**src/rtl/dlk_pkg.sv**
```systemverilog
`timescale 1ns/1ps
package dlk_pkg;

  // receiver sequencer states
  typedef enum logic {
    FR_IDLE = 1'b0,
    FR_RUN  = 1'b1
  } fr_state_e;

  // the three fault pulses, gathered for the echo trigger
  typedef struct packed {
    logic brk;
    logic frm;
    logic col;
  } fault_t;

endpackage

```
**src/rtl/dlk_break_det.sv**
```systemverilog
`timescale 1ns/1ps
module dlk_break_det #(
  parameter int BPW      = 8,
  parameter int BRK_BITS = 9
) (
  input  logic           clk,
  input  logic           rst_n,
  input  logic           en_i,
  input  logic           line_i,
  input  logic [BPW-1:0] bit_period_i,
  output logic           brk_p_o,
  output logic           hold_o
);

  localparam int           BW     = $clog2(BRK_BITS + 1);
  localparam logic [BW-1:0] LIM    = BW'(BRK_BITS);
  localparam logic [BW-1:0] LIM_M1 = BW'(BRK_BITS - 1);

  logic [BPW-1:0] cyc_q, cyc_d;
  logic [BW-1:0]  bits_q, bits_d;
  logic           hold_q, hold_d;
  logic           pls_q, pls_d;
  logic           bit_end;

  always_comb begin
    cyc_d   = cyc_q;
    bits_d  = bits_q;
    hold_d  = hold_q;
    pls_d   = 1'b0;
    bit_end = (cyc_q == bit_period_i - BPW'(1));
    if (line_i) begin
      // wire seen high: the low run is over and so is any hold
      cyc_d  = '0;
      bits_d = '0;
      hold_d = 1'b0;
    end else if (!en_i) begin
      // our own echo owns the wire; the hold survives
      cyc_d  = '0;
      bits_d = '0;
    end else if (bits_q < LIM) begin
      if (bit_end) begin
        cyc_d  = '0;
        bits_d = bits_q + BW'(1);
        if ((bits_q == LIM_M1) && !hold_q) begin
          pls_d  = 1'b1;
          hold_d = 1'b1;
        end
      end else begin
        cyc_d = cyc_q + BPW'(1);
      end
    end
  end

  always_ff @(posedge clk or negedge rst_n) begin
    if (!rst_n) begin
      cyc_q  <= '0;
      bits_q <= '0;
      hold_q <= 1'b0;
      pls_q  <= 1'b0;
    end else begin
      cyc_q  <= cyc_d;
      bits_q <= bits_d;
      hold_q <= hold_d;
      pls_q  <= pls_d;
    end
  end

  assign brk_p_o = pls_q;
  assign hold_o  = hold_q;

  AST_BRK_AFTER_LOW: assert property (@(posedge clk) disable iff (!rst_n)
    brk_p_o |-> $past(!line_i));
  AST_HOLD_UNTIL_HIGH: assert property (@(posedge clk) disable iff (!rst_n)
    (hold_q && !line_i) |=> hold_q);

endmodule

```
**src/rtl/dlk_framer.sv**
```systemverilog
`timescale 1ns/1ps
module dlk_framer
  import dlk_pkg::*;
#(
  parameter int BPW       = 8,
  parameter int CHAR_BITS = 10
) (
  input  logic           clk,
  input  logic           rst_n,
  input  logic           en_i,
  input  logic           line_i,
  input  logic [BPW-1:0] bit_period_i,
  output logic           frm_p_o
);

  localparam int            IW   = $clog2(CHAR_BITS);
  localparam logic [IW-1:0] LAST = IW'(CHAR_BITS - 1);

  fr_state_e      st_q, st_d;
  logic [BPW-1:0] cnt_q, cnt_d;
  logic [IW-1:0]  idx_q, idx_d;
  logic           line_q;
  logic           pls_q, pls_d;
  logic [BPW-1:0] half_bp;

  assign half_bp = bit_period_i >> 1;

  always_comb begin
    st_d  = st_q;
    cnt_d = cnt_q;
    idx_d = idx_q;
    pls_d = 1'b0;
    unique case (st_q)
      FR_IDLE: begin
        if (en_i && line_q && !line_i) begin
          st_d  = FR_RUN;
          cnt_d = half_bp;
          idx_d = '0;
        end
      end
      FR_RUN: begin
        if (!en_i) begin
          st_d = FR_IDLE;
        end else if (cnt_q != '0) begin
          cnt_d = cnt_q - BPW'(1);
        end else begin
          cnt_d = bit_period_i - BPW'(1);
          if ((idx_q == '0) && line_i) begin
            st_d = FR_IDLE;            // glitch, not a start bit
          end else if (idx_q == LAST) begin
            st_d  = FR_IDLE;
            pls_d = !line_i;           // stop bit must read high
          end else begin
            idx_d = idx_q + IW'(1);
          end
        end
      end
      default: st_d = FR_IDLE;
    endcase
  end

  always_ff @(posedge clk or negedge rst_n) begin
    if (!rst_n) begin
      st_q   <= FR_IDLE;
      cnt_q  <= '0;
      idx_q  <= '0;
      line_q <= 1'b1;
      pls_q  <= 1'b0;
    end else begin
      st_q   <= st_d;
      cnt_q  <= cnt_d;
      idx_q  <= idx_d;
      line_q <= line_i;
      pls_q  <= pls_d;
    end
  end

  assign frm_p_o = pls_q;

  AST_FRM_STOP_LOW: assert property (@(posedge clk) disable iff (!rst_n)
    frm_p_o |-> $past(!line_i));

endmodule

```
**src/rtl/dlk_collide.sv**
```systemverilog
`timescale 1ns/1ps
module dlk_collide (
  input  logic clk,
  input  logic rst_n,
  input  logic en_i,
  input  logic tx_active_i,
  input  logic tx_level_i,
  input  logic line_i,
  output logic col_p_o
);

  logic clash, clash_q;
  logic pls_q, pls_d;

  // we release the wire yet it reads low: someone else pulls it
  assign clash = en_i && tx_active_i && tx_level_i && !line_i;

  always_comb begin
    pls_d = clash && !clash_q;
  end

  always_ff @(posedge clk or negedge rst_n) begin
    if (!rst_n) begin
      clash_q <= 1'b0;
      pls_q   <= 1'b0;
    end else begin
      clash_q <= clash;
      pls_q   <= pls_d;
    end
  end

  assign col_p_o = pls_q;

  AST_COL_WHILE_TX: assert property (@(posedge clk) disable iff (!rst_n)
    col_p_o |-> $past(tx_active_i && tx_level_i && !line_i));

endmodule

```
**src/rtl/dlk_echo.sv**
```systemverilog
`timescale 1ns/1ps
module dlk_echo #(
  parameter int BPW        = 8,
  parameter int CHAR_BITS  = 10,
  parameter int ECHO_CHARS = 4
) (
  input  logic           clk,
  input  logic           rst_n,
  input  logic           fault_i,
  input  logic [BPW-1:0] bit_period_i,
  output logic           busy_o,
  output logic           start_p_o
);

  localparam int            ECHO_BITS = CHAR_BITS * ECHO_CHARS;
  localparam int            EW        = $clog2(ECHO_BITS);
  localparam logic [EW-1:0] LAST      = EW'(ECHO_BITS - 1);

  logic           busy_q, busy_d;
  logic [BPW-1:0] cyc_q, cyc_d;
  logic [EW-1:0]  bit_q, bit_d;
  logic           start_q, start_d;

  always_comb begin
    busy_d  = busy_q;
    cyc_d   = cyc_q;
    bit_d   = bit_q;
    start_d = 1'b0;
    if (!busy_q) begin
      if (fault_i) begin
        busy_d  = 1'b1;
        cyc_d   = '0;
        bit_d   = '0;
        start_d = 1'b1;
      end
    end else if (cyc_q == bit_period_i - BPW'(1)) begin
      cyc_d = '0;
      if (bit_q == LAST) begin
        busy_d = 1'b0;
      end else begin
        bit_d = bit_q + EW'(1);
      end
    end else begin
      cyc_d = cyc_q + BPW'(1);
    end
  end

  always_ff @(posedge clk or negedge rst_n) begin
    if (!rst_n) begin
      busy_q  <= 1'b0;
      cyc_q   <= '0;
      bit_q   <= '0;
      start_q <= 1'b0;
    end else begin
      busy_q  <= busy_d;
      cyc_q   <= cyc_d;
      bit_q   <= bit_d;
      start_q <= start_d;
    end
  end

  assign busy_o    = busy_q;
  assign start_p_o = start_q;

  AST_START_ONE_CYCLE: assert property (@(posedge clk) disable iff (!rst_n)
    start_q |=> !start_q);
  AST_NO_RESTART: assert property (@(posedge clk) disable iff (!rst_n)
    (busy_q && !start_q) |=> !start_q);

endmodule

```
**src/rtl/dlk_err_handler.sv**
```systemverilog
`timescale 1ns/1ps
module dlk_err_handler
  import dlk_pkg::*;
#(
  parameter int BPW        = 8,
  parameter int CHAR_BITS  = 10,
  parameter int ECHO_CHARS = 4,
  parameter int BRK_BITS   = 9
) (
  input  logic           clk,
  input  logic           rst_n,
  input  logic           line_i,
  input  logic           tx_active_i,
  input  logic           tx_level_i,
  input  logic [BPW-1:0] bit_period_i,
  output logic           line_o,
  output logic           brk_p_o,
  output logic           frm_p_o,
  output logic           col_p_o,
  output logic           abort_o,
  output logic           baud_rst_o,
  output logic           dbg_rst_o
);

  // reset: asserted at once, removed on a clock edge
  logic rst_meta, rst_s;

  always_ff @(posedge clk or negedge rst_n) begin
    if (!rst_n) begin
      rst_meta <= 1'b0;
      rst_s    <= 1'b0;
    end else begin
      rst_meta <= 1'b1;
      rst_s    <= rst_meta;
    end
  end

  fault_t faults;
  logic   echo_busy, echo_start, brk_hold;
  logic   det_en, rx_en, any_fault;

  assign det_en    = !echo_busy;
  assign rx_en     = !echo_busy && !brk_hold;
  assign any_fault = faults.brk | faults.frm | faults.col;

  dlk_break_det #(
    .BPW      (BPW),
    .BRK_BITS (BRK_BITS)
  ) u_brk (
    .clk          (clk),
    .rst_n        (rst_s),
    .en_i         (det_en),
    .line_i       (line_i),
    .bit_period_i (bit_period_i),
    .brk_p_o      (faults.brk),
    .hold_o       (brk_hold)
  );

  dlk_framer #(
    .BPW       (BPW),
    .CHAR_BITS (CHAR_BITS)
  ) u_rx (
    .clk          (clk),
    .rst_n        (rst_s),
    .en_i         (rx_en),
    .line_i       (line_i),
    .bit_period_i (bit_period_i),
    .frm_p_o      (faults.frm)
  );

  dlk_collide u_col (
    .clk         (clk),
    .rst_n       (rst_s),
    .en_i        (det_en),
    .tx_active_i (tx_active_i),
    .tx_level_i  (tx_level_i),
    .line_i      (line_i),
    .col_p_o     (faults.col)
  );

  dlk_echo #(
    .BPW        (BPW),
    .CHAR_BITS  (CHAR_BITS),
    .ECHO_CHARS (ECHO_CHARS)
  ) u_echo (
    .clk          (clk),
    .rst_n        (rst_s),
    .fault_i      (any_fault),
    .bit_period_i (bit_period_i),
    .busy_o       (echo_busy),
    .start_p_o    (echo_start)
  );

  // open-drain drive: echo pulls low, else the transmitter, else release
  always_comb begin
    if (echo_busy) begin
      line_o = 1'b0;
    end else if (tx_active_i) begin
      line_o = tx_level_i;
    end else begin
      line_o = 1'b1;
    end
  end

  assign brk_p_o    = faults.brk;
  assign frm_p_o    = faults.frm;
  assign col_p_o    = faults.col;
  assign abort_o    = echo_start;
  assign baud_rst_o = echo_start;
  assign dbg_rst_o  = brk_hold;

  AST_ECHO_FROM_FAULT: assert property (@(posedge clk) disable iff (!rst_s)
    $rose(echo_busy) |-> $past(any_fault));
  AST_QUIET_DURING_ECHO: assert property (@(posedge clk) disable iff (!rst_s)
    (echo_busy && $past(echo_busy)) |-> !(faults.frm || faults.col));

endmodule

```
**config.mk**
```make
export PLATFORM = sky130hd
export DESIGN_NAME = dlk_err_handler
export DESIGN_NICKNAME = d
export VERILOG_FILES = /design/src/rtl/dlk_pkg.sv /design/src/rtl/dlk_break_det.sv /design/src/rtl/dlk_framer.sv /design/src/rtl/dlk_collide.sv /design/src/rtl/dlk_echo.sv /design/src/rtl/dlk_err_handler.sv
export SDC_FILE = /design/constraint.sdc
export NUM_CORES = 1
export LEC_CHECK = 0
export BUFFER_PORTS_ARGS = -buffer_cell sky130_fd_sc_hd__buf_4
export CELL_PAD_IN_SITES_DETAIL_PLACEMENT = 0
export CELL_PAD_IN_SITES_GLOBAL_PLACEMENT = 1
export CORE_MARGIN = 1.5
export CORE_UTILIZATION = 30
export CTS_CLUSTER_DIAMETER = 50
export DETAILED_ROUTE_END_ITERATION = 10
export PLACE_DENSITY_LB_ADDON = 0.1
export SETUP_SLACK_MARGIN = 0.5
export SLEW_MARGIN = 5
export SYNTH_ARGS = -nofsm -noshare
export SYNTH_HDL_FRONTEND = slang
export SYNTH_SLANG_ARGS = --single-unit
```
**constraint.sdc**
```tcl
create_clock -name clk -period 4.3 [get_ports clk]
set_input_delay 0.86 -clock clk [delete_from_list [all_inputs] [get_ports clk]]
set_output_delay 0.86 -clock clk [all_outputs]
set_load 0.005 [all_outputs]
```
==> impl_metrics.ini, run 1 <==
[route]
wl_per_cell_um = 16.0
viasPerCell = 5.09
dr.first_iter.drc_count = 104
routed_wl_mm = 8.32
drc = 0
ant_nets = 0
via_count = 2640
dr.pass1.iters = 4

[global_route]
grt_max_degree = 48
grt_pass1_vias = 2646
grt_antenna_before_repair = 0
grt.total_usage = 0.154
grt_pass1_wl_mm = 13.9
overflow = 0

[clock_network]
cts_tree = built
cts_post_setup_buffers_inserted = 0
clkLatencyLatePin_ns = 0.31
hold_buffers = 0
numCtsBuffers = 5
cts-resized-gates = 0
htree_levels = 2
root_buffer = clkbuf_8
clk_transition_reported_paths_ns = 0.10
cts_max_path_buffers = 2
cts.sinks = 49

[cells_and_area]
n_antenna_cell = 0
area_growth_syn_to_layout_pct = 10.8
final_area_mm2 = 0.00364
layout_common_cells = dfrtp_1 (47), nand2_1 (33), nor2_1 (32), a21oi_1 (28), o21ai_0 (23)
drive_gt1_frac = 0.116
nets = 402
final_common_cell = dfrtp_1

[die]
dieArea_mm2 = 0.0116
core_mm2 = 0.0107
initial_core_util = 0.306
fp.dieW_um = 108
fp.dieH_um = 108
rows = 38
ios = 20

[synthesis]
synth_edf_count = 0
synth_cells = 364
syn_nets = 388
synth_top_cell_by_area = dfrtp_1
ys_types = 57
async_flop_share = 1.00
synth.avg_cell_area_um2 = 9.02
synth_top_area_share = 0.366
ys_ff_latch = 49
synthFlopType = dfrtp_1
synth.cell_area_mm2 = 0.00328
synth_warnings = 0
synthTopCellsByArea = dfrtp_1 (37%), a21oi_1 (4.3%), ha_1 (4.2%), nand2_1 (3.8%), xnor2_1 (3.7%)
seq_area_frac_synth = 0.374

[timing]
rsz0062_at_grt = no
fin_worst_skew_ns = 0.00965
setup_viol_count_final = 0
layout_min_cycle_time_ns = 3.31
worst_slew_pin_slew_ns = 0.746
hold_viol = 0
fmaxAchievable_mhz = 302
maxSlewViolCount = 0
slew_headroom = 0.501
fin_setup_tns_ns = 0
min_period_over_period = 0.769

[power]
combPwrFrac = 0.227
pwr-share-seq = 0.485
leakagePower_nw = 1.54
pwr_density_cell_mw_per_mm2 = 331
clkPwrFrac = 0.288
total_power_mw = 1.20
switching_share = 0.325
vdd.ir_drop.worst_mv = 0.146
intPower_mw = 0.813
p_switching_mw = 0.392

[place]
place.gp.congestion = 0.803
portBuffers = 19
placed_area_mm2 = 0.00353
dp_hpwl_mm = 6.02

[critical_path]
cp_max_fo = 15
cp.arrival_ns = 3.54
startpoint_type = primary input
rrSetupSlack_ns = 1.68
reg2reg_depth = 6
crit_family = simple AND/OR/NAND/NOR gates
worstSetupPathType = in -> reg
worst_setup_path_end_kind = flop
rr_endpoint = u_rx.idx_q[3]$_DFFE_PN0P_
r2r-start = u_rx.cnt_q[2]$_DFFE_PN0P_
crit_slowest_cell = or3_2
crit_required_ns = 4.54
critPathMaxStageDelay_ns = 0.47
cp_num_buf_inv = 2
crit_chain = buf_4, inv_1, ha_1, or3b_4, or3_2, o2111ai_1, and4b_1, nand2b_1, or3b_1, a21oi_1

[flow_run]
timing.max_cap.violations = 0

[outcome]
outcome = completed

[min_path]
hold_path_class = in -> async
## worst max path at each step
| stage | startpoint | to | depth (start not counted) |
|---|---|---|---|
| after floorplan | bit_period_i[1] | u_echo.bit_q[3]$_DFFE_PN0P_ | 9 |
| after global placement | bit_period_i[0] | u_brk.cyc_q[2]$_DFFE_PN0P_ | 10 |
| after detailed placement | bit_period_i[0] | u_brk.cyc_q[2]$_DFFE_PN0P_ | 10 |
| after CTS | bit_period_i[0] | u_brk.cyc_q[2]$_DFFE_PN0P_ | 10 |
| after global routing | bit_period_i[0] | u_brk.cyc_q[2]$_DFFE_PN0P_ | 10 |
| final | bit_period_i[0] | u_brk.cyc_q[2]$_DFFE_PN0P_ | 10 |
## synthesized netlist by cell type (5+ instances only)
cell,count
a211oi_1,5
a21oi_1,28
and3_1,10
buf_4,5
clkbuf_1,7
dfrtp_1,48
ha_1,11
inv_1,14
mux2i_1,11
nand2_1,33
nand3_1,15
nor2_1,32
nor2b_1,5
nor3_1,13
o21ai_0,23
or3_1,8
or3b_1,5
xnor2_1,14
xor2_1,8
## state kept, by name, indices dropped and copies added (netlist names), 4 cells and up
signal,count
u_brk.bits_q,4
u_brk.cyc_q,8
u_echo.bit_q,6
u_echo.cyc_q,8
u_rx.cnt_q,8
u_rx.idx_q,4
## worst reg2reg max path, cell delays in order, from the launching register on
cell	delay [ns]
dfrtp_1	0.44
or4_1	0.59
nor4b_2	0.66
nand3_1	0.23
or3_1	0.41
xor2_1	0.14
nor2_1	0.05
## kinds of logic after synthesis
logic type,count (synthesis),synth area share
xor+xnor,26,0.0861
compound gates,84,0.165
buf+inv,29,0.0457
mux,11,0.0335
flops,49,0.374
simple gates,153,0.253
fa+ha+maj,11,0.0419
other cells,1,0.00114
## layout make-up
cell class | count | area (um^2)
tap | 140 | 175
clock buffer | 6 | 72.6
fill | 1143 | 7110
timing repair buffer | 22 | 165
clock inverter | 2 | 38.8
multi-input combinational | 286 | 1910
inverter | 14 | 52.6
sequential | 49 | 1230
## through the flow
step,instances,util,hold WS [ns],setup slack (ns)
after floorplan,364,-,0.331,1.15
after global placement,511,0.328,0.336,0.726
after detailed placement,511,0.328,0.338,0.683
after CTS,519,0.339,0.299,0.998
after global routing,519,0.339,0.290,0.829
final,519,0.339,0.307,0.992
## power by group through the flow
stage	Sequential [mW]	Combinational [mW]	Clock, mW
finish	0.584	0.274	0.347
global route	0.594	0.307	0.376
CTS	0.586	0.276	0.363
detailed placement	0.594	0.276	0
global placement	0.595	0.273	0
floorplan	0.565	0.227	0
## metal layers
metal	global-route usage	vias up	share of wire
met5	0	-	0
met4	0.0423	0	0.014
met3	0.0230	11	0.017
met2	0.254	30	0.46
met1	0.210	1272	0.51
li1	-	1327	-
(Power assumes the default switching activity.)
==> run 2, diff against run 1 <==
clock period = 3.1 ns   (was 4.3 ns; I/O delays follow)
==> run 2 against run 1 <==
First-iteration DRC count up 15%. Core utilization up 1.8 points. Critical endpoint is now u_echo.bit_q[3]$_DFFE_PN0P_. Worst hold slack worse by 0.24 ns.
==> impl_metrics.ini, run 2 (synthesis results as in run 1) <==
[timing]
worst_slew_pin_slew_ns = 0.708
maxSlewViolCount = 0
fin_setup_tns_ns = 0
setup_viol_count_final = 0
fmaxAchievable_mhz = 374
fin_worst_skew_ns = 0.00503
fin_ws_ns = 0.424
slew_headroom = 0.528
layout_min_cycle_time_ns = 2.68
rsz0062_at_grt = yes
min_period_over_period = 0.863
hold_viol = 0

[critical_path]
r2r-start = u_rx.cnt_q[2]$_DFFE_PN0P_
cp_max_fo = 4
worstSetupPathType = in -> reg
worst_setup_path_end_kind = flop
rrSetupSlack_ns = 0.73
rr_endpoint = u_rx.idx_q[3]$_DFFE_PN0P_
critPathLaunch = bit_period_i[0]
cp.arrival_ns = 2.88
crit_required_ns = 3.31
startpoint_type = primary input
reg2reg_depth = 7

[route]
dr.pass1.iters = 4
drc = 0
via_count = 2698
ant_nets = 0
routed_wl_mm = 8.36
wl_per_cell_um = 15.7
dr.first_iter.drc_count = 120
viasPerCell = 5.07

[place]
place_ws_ns = 0.0250
dp_hpwl_mm = 6.12
place.gp.congestion = 0.791
placed_area_mm2 = 0.00366
portBuffers = 19
placedCellCount = 522

[clock_network]
root_buffer = clkbuf_8
hold_buffers = 0
clk_transition_reported_paths_ns = 0.10
cts.sinks = 49
numCtsBuffers = 5
cts_tree = built
htree_levels = 2
cts_max_path_buffers = 2
clkLatencyLatePin_ns = 0.30

[flow_run]
timing.max_cap.violations = 0

[global_route]
grt_pass1_vias = 2627
grt_antenna_before_repair = 0
grt.total_usage = 0.153
overflow = 0
grt_pass1_wl_mm = 13.9
grt_max_degree = 25

[power]
vdd.ir_drop.worst_mv = 0.184
pwr_density_cell_mw_per_mm2 = 449
total_power_mw = 1.72
leakagePower_nw = 1.62

[die]
rows = 38
core_mm2 = 0.0107
fp.dieH_um = 108
dieArea_mm2 = 0.0116
ios = 20
fp.dieW_um = 108
initial_core_util = 0.306

[cells_and_area]
final_area_mm2 = 0.00383
n_antenna_cell = 0
nets = 415
layout_common_cells = dfrtp_1 (47), buf_4 (33), nand2_1 (32), nor2_1 (31), a21oi_1 (27)
reg_top3 = u_brk.cyc_q x8, u_echo.cyc_q x8, u_rx.cnt_q x8
drive_gt1_frac = 0.176
final_common_cell = dfrtp_1
area_growth_syn_to_layout_pct = 16.6
final-instance-count-excl-fill = 532

[outcome]
outcome = completed

[min_path]
hold_path_class = in -> async
[run 2: routing by layer]
layer,global-route usage,share of wire,up-vias
met3,0.0242,0.026,6
met1,0.209,0.48,1308
met4,0.0310,0.0078,0
met2,0.256,0.48,30
li1,-,-,1354
met5,0,0,-
[run 2: power breakdown]
part | internal [mW] | leakage, nW | total [mW] | switching (mW)
Combinational | 0.210 | 0.923 | 0.416 | 0.206
Sequential | 0.704 | 0.634 | 0.818 | 0.114
Clock | 0.247 | 0.0591 | 0.487 | 0.240
[run 2: area by class of cell]
type                       count  area (um^2)
multi-input combinational    286         1960
clock buffer                   5         68.8
sequential                    49         1230
clock inverter                 3         47.5
tap                          140          175
timing repair buffer          35          279
fill                        1145         6910
inverter                      14         70.1
[run 2: worst max-delay path by stage]
stage                     slack [ns]                          end  cells past startpoint
after floorplan                 0.30  u_echo.bit_q[3]$_DFFE_PN0P_                      9
after global placement          0.04  u_echo.bit_q[3]$_DFFE_PN0P_                     10
after detailed placement        0.03  u_echo.bit_q[3]$_DFFE_PN0P_                     10
after CTS                       0.42  u_echo.bit_q[3]$_DFFE_PN0P_                     10
after global routing            0.32  u_echo.bit_q[2]$_DFFE_PN0P_                     10
final                           0.42  u_echo.bit_q[3]$_DFFE_PN0P_                     10
[run 2: worst max-delay path, stage by stage]
cell	delay, ns
buf_12	0.11
inv_12	0.04
ha_4	0.11
or3b_4	0.38
or4_4	0.48
a21oi_2	0.15
or3b_4	0.40
a2111oi_4	0.28
nand4_1	0.13
and3_1	0.16
[run 2: per-stage QoR]
stage | utilization | hold WS, ns
detailed placement | 0.340 | 0.305
CTS | 0.355 | 0.0517
global route | 0.357 | 0.0453
finish | 0.357 | 0.0702
global placement | 0.340 | 0.304
floorplan | - | 0.324
[run 2: repair_timing]
action	4_1_cts	5_1_grt
gates resized for setup	6	3
pin swaps	2	0
buffers inserted	2	0
setup endpoints to repair	8	17
hold endpoints to repair	0	0
==> run 3, diff against run 2 <==
CORE_UTILIZATION = 47   (was 30)
==> run 3 against run 2 <==
Setup slack better by 0.0049 ns. Power decreased by 1.0%. Critical path depth unchanged. Clock skew up 0.0049 ns. Cell area down 2.9%. Fmax is 0.18% higher. Non-clock buffer count decreased by 8. Count of clock-buffer cells in the layout grew 1. Via count decreased by 1.3%. Global-route usage up 5.6 points. Combinational power fell by 7.9%. Cell count down 13%.
==> impl_metrics.ini, run 3 (synthesis results as in run 1) <==
[power]
p_switching_mw = 0.538
intPower_mw = 1.17
clkPwrFrac = 0.293
vdd.ir_drop.worst_mv = 0.246
switching_share = 0.316
pwr_density_cell_mw_per_mm2 = 458
leakagePower_nw = 1.59
combPwrFrac = 0.225
pwr-share-seq = 0.482
total_power_mw = 1.70

[timing]
fin_setup_tns_ns = 0
hold_viol = 0
setup_viol_count_final = 0
slew_headroom = 0.314
fin_worst_skew_ns = 0.00991
fmaxAchievable_mhz = 374
min_period_over_period = 0.862
worst_slew_pin_slew_ns = 1.03
rsz0062_at_grt = yes
whs_ns = 0.0650
layout_min_cycle_time_ns = 2.67
maxSlewViolCount = 0

[critical_path]
crit_required_ns = 3.31
cp_max_fo = 4
worstSetupPathType = in -> reg
startpoint_type = primary input
cp.arrival_ns = 2.88
worst_setup_path_end_kind = flop

[flow_run]
timing.max_cap.violations = 0

[cells_and_area]
layout_common_cells = dfrtp_1 (47), nand2_1 (32), nor2_1 (31), a21oi_1 (25), buf_4 (25)
reg_top3 = u_brk.cyc_q x8, u_echo.cyc_q x8, u_rx.cnt_q x8
area_growth_syn_to_layout_pct = 13.3
final_common_cell = dfrtp_1
drive_gt1_frac = 0.167
utilization = 0.551
final-instance-count-excl-fill = 464
n_antenna_cell = 0
nets = 407

[global_route]
grt_pass1_vias = 2488
grt_max_degree = 48
grt_pass1_wl_mm = 12.4
overflow = 0
grt.total_usage = 0.209
grt_antenna_before_repair = 0

[route]
dr.first_iter.drc_count = 176
wl_per_cell_um = 15.7
routed_wl_mm = 7.30
dr.pass1.iters = 4
viasPerCell = 5.74
drc = 0
ant_nets = 0
via_count = 2664

[clock_network]
cts.sinks = 49
root_buffer = clkbuf_8
numCtsBuffers = 5
cts_max_path_buffers = 2
clk_transition_reported_paths_ns = 0.10
cts_tree = built
clkLatencyLatePin_ns = 0.31
cts_post_setup_buffers_inserted = 0
htree_levels = 2

[die]
dieArea_mm2 = 0.00750
fp.dieW_um = 86.6
ios = 20
fp.dieH_um = 86.6
core_mm2 = 0.00676
initial_core_util = 0.486
rows = 30

[outcome]
outcome = completed

[min_path]
hold_path_class = in -> async

[place]
dp_hpwl_mm = 5.37
place.gp.congestion = 0.831
portBuffers = 19
placedCellCount = 456
==> run 3: cell types whose count changed in the layout (fill, tap and decap cells not counted), moves of 2 or more <==
cell,before,now
a21oi_1,27,25
inv_6,3,1
a21oi_2,1,3
buf_4,33,25
==> run 3: timing repair <==
item / CTS / global route
pin swaps: 2 / 3
hold buffers: 0 / 0
cloned: 0 / 0
setup endpoints to repair: 10 / 15
gates resized for setup: 6 / 7
==> run 3: critical path: stages <==
cell       delay, ns
buf_12          0.12
inv_12          0.04
ha_4            0.12
or3b_4          0.38
or4_4           0.48
a21oi_2         0.14
or3b_4          0.40
a2111oi_4       0.29
nand4_1         0.13
and3_1          0.16
==> run 3: power groups by stage <==
stage / sequential, mW / combinational, mW / clock (mW)
3_5_place_dp: 0.832 / 0.375 / 0
5_1_grt: 0.836 / 0.427 / 0.548
4_1_cts: 0.820 / 0.379 / 0.512
3_3_place_gp: 0.830 / 0.366 / 0
6_report: 0.821 / 0.383 / 0.500
2_1_floorplan: 0.784 / 0.324 / 0
==> run 3: path summary, 6_finish.rpt <==
path / start / to / slack [ns] / cells past startpoint
setup / recovery: bit_period_i[0] / u_echo.bit_q[3]$_DFFE_PN0P_ / 0.43 / 10
hold / removal: rst_n / rst_meta$_DFF_PN0_ / 0.07 / 1
setup reg to reg: u_rx.cnt_q[2]$_DFFE_PN0P_ / u_rx.idx_q[3]$_DFFE_PN0P_ / 0.77 / 6
hold reg to reg: rst_meta$_DFF_PN0_ / rst_s$_DFF_PN0_ / 0.36 / 0
max in group asynchronous: rst_s$_DFF_PN0_ / u_rx.cnt_q[1]$_DFFE_PN0P_ / 2.00 / 0
min in group clk: rst_meta$_DFF_PN0_ / rst_s$_DFF_PN0_ / 0.36 / 0
==> run 3: final cells by class <==
type	instances	area (um^2)
clock buffers	6	82.6
clock inverters	2	41.3
well taps	80	100
multi-input cells	286	1980
repair buffers	27	219
flip-flops and latches	49	1230
inverters	14	70.1
fillers	617	3040
==> run 3: layer usage <==
| layer | GRT usage | vias up | share of wire |
|---|---|---|---|
| met3 | 0.0381 | 7 | 0.040 |
| li1 | - | 1340 | - |
| met1 | 0.309 | 1266 | 0.49 |
| met2 | 0.317 | 51 | 0.46 |
| met5 | 0 | - | 0 |
| met4 | 0.0499 | 0 | 0.012 |
==> run 3: metrics by stage <==
step | setup slack [ns] | instance area [um^2]
finish | 0.428 | 3720
global route | 0.333 | 3720
CTS | 0.412 | 3690
detailed placement | 0.0153 | 3540
global placement | 0.0784 | 3540
floorplan | 0.303 | 3330
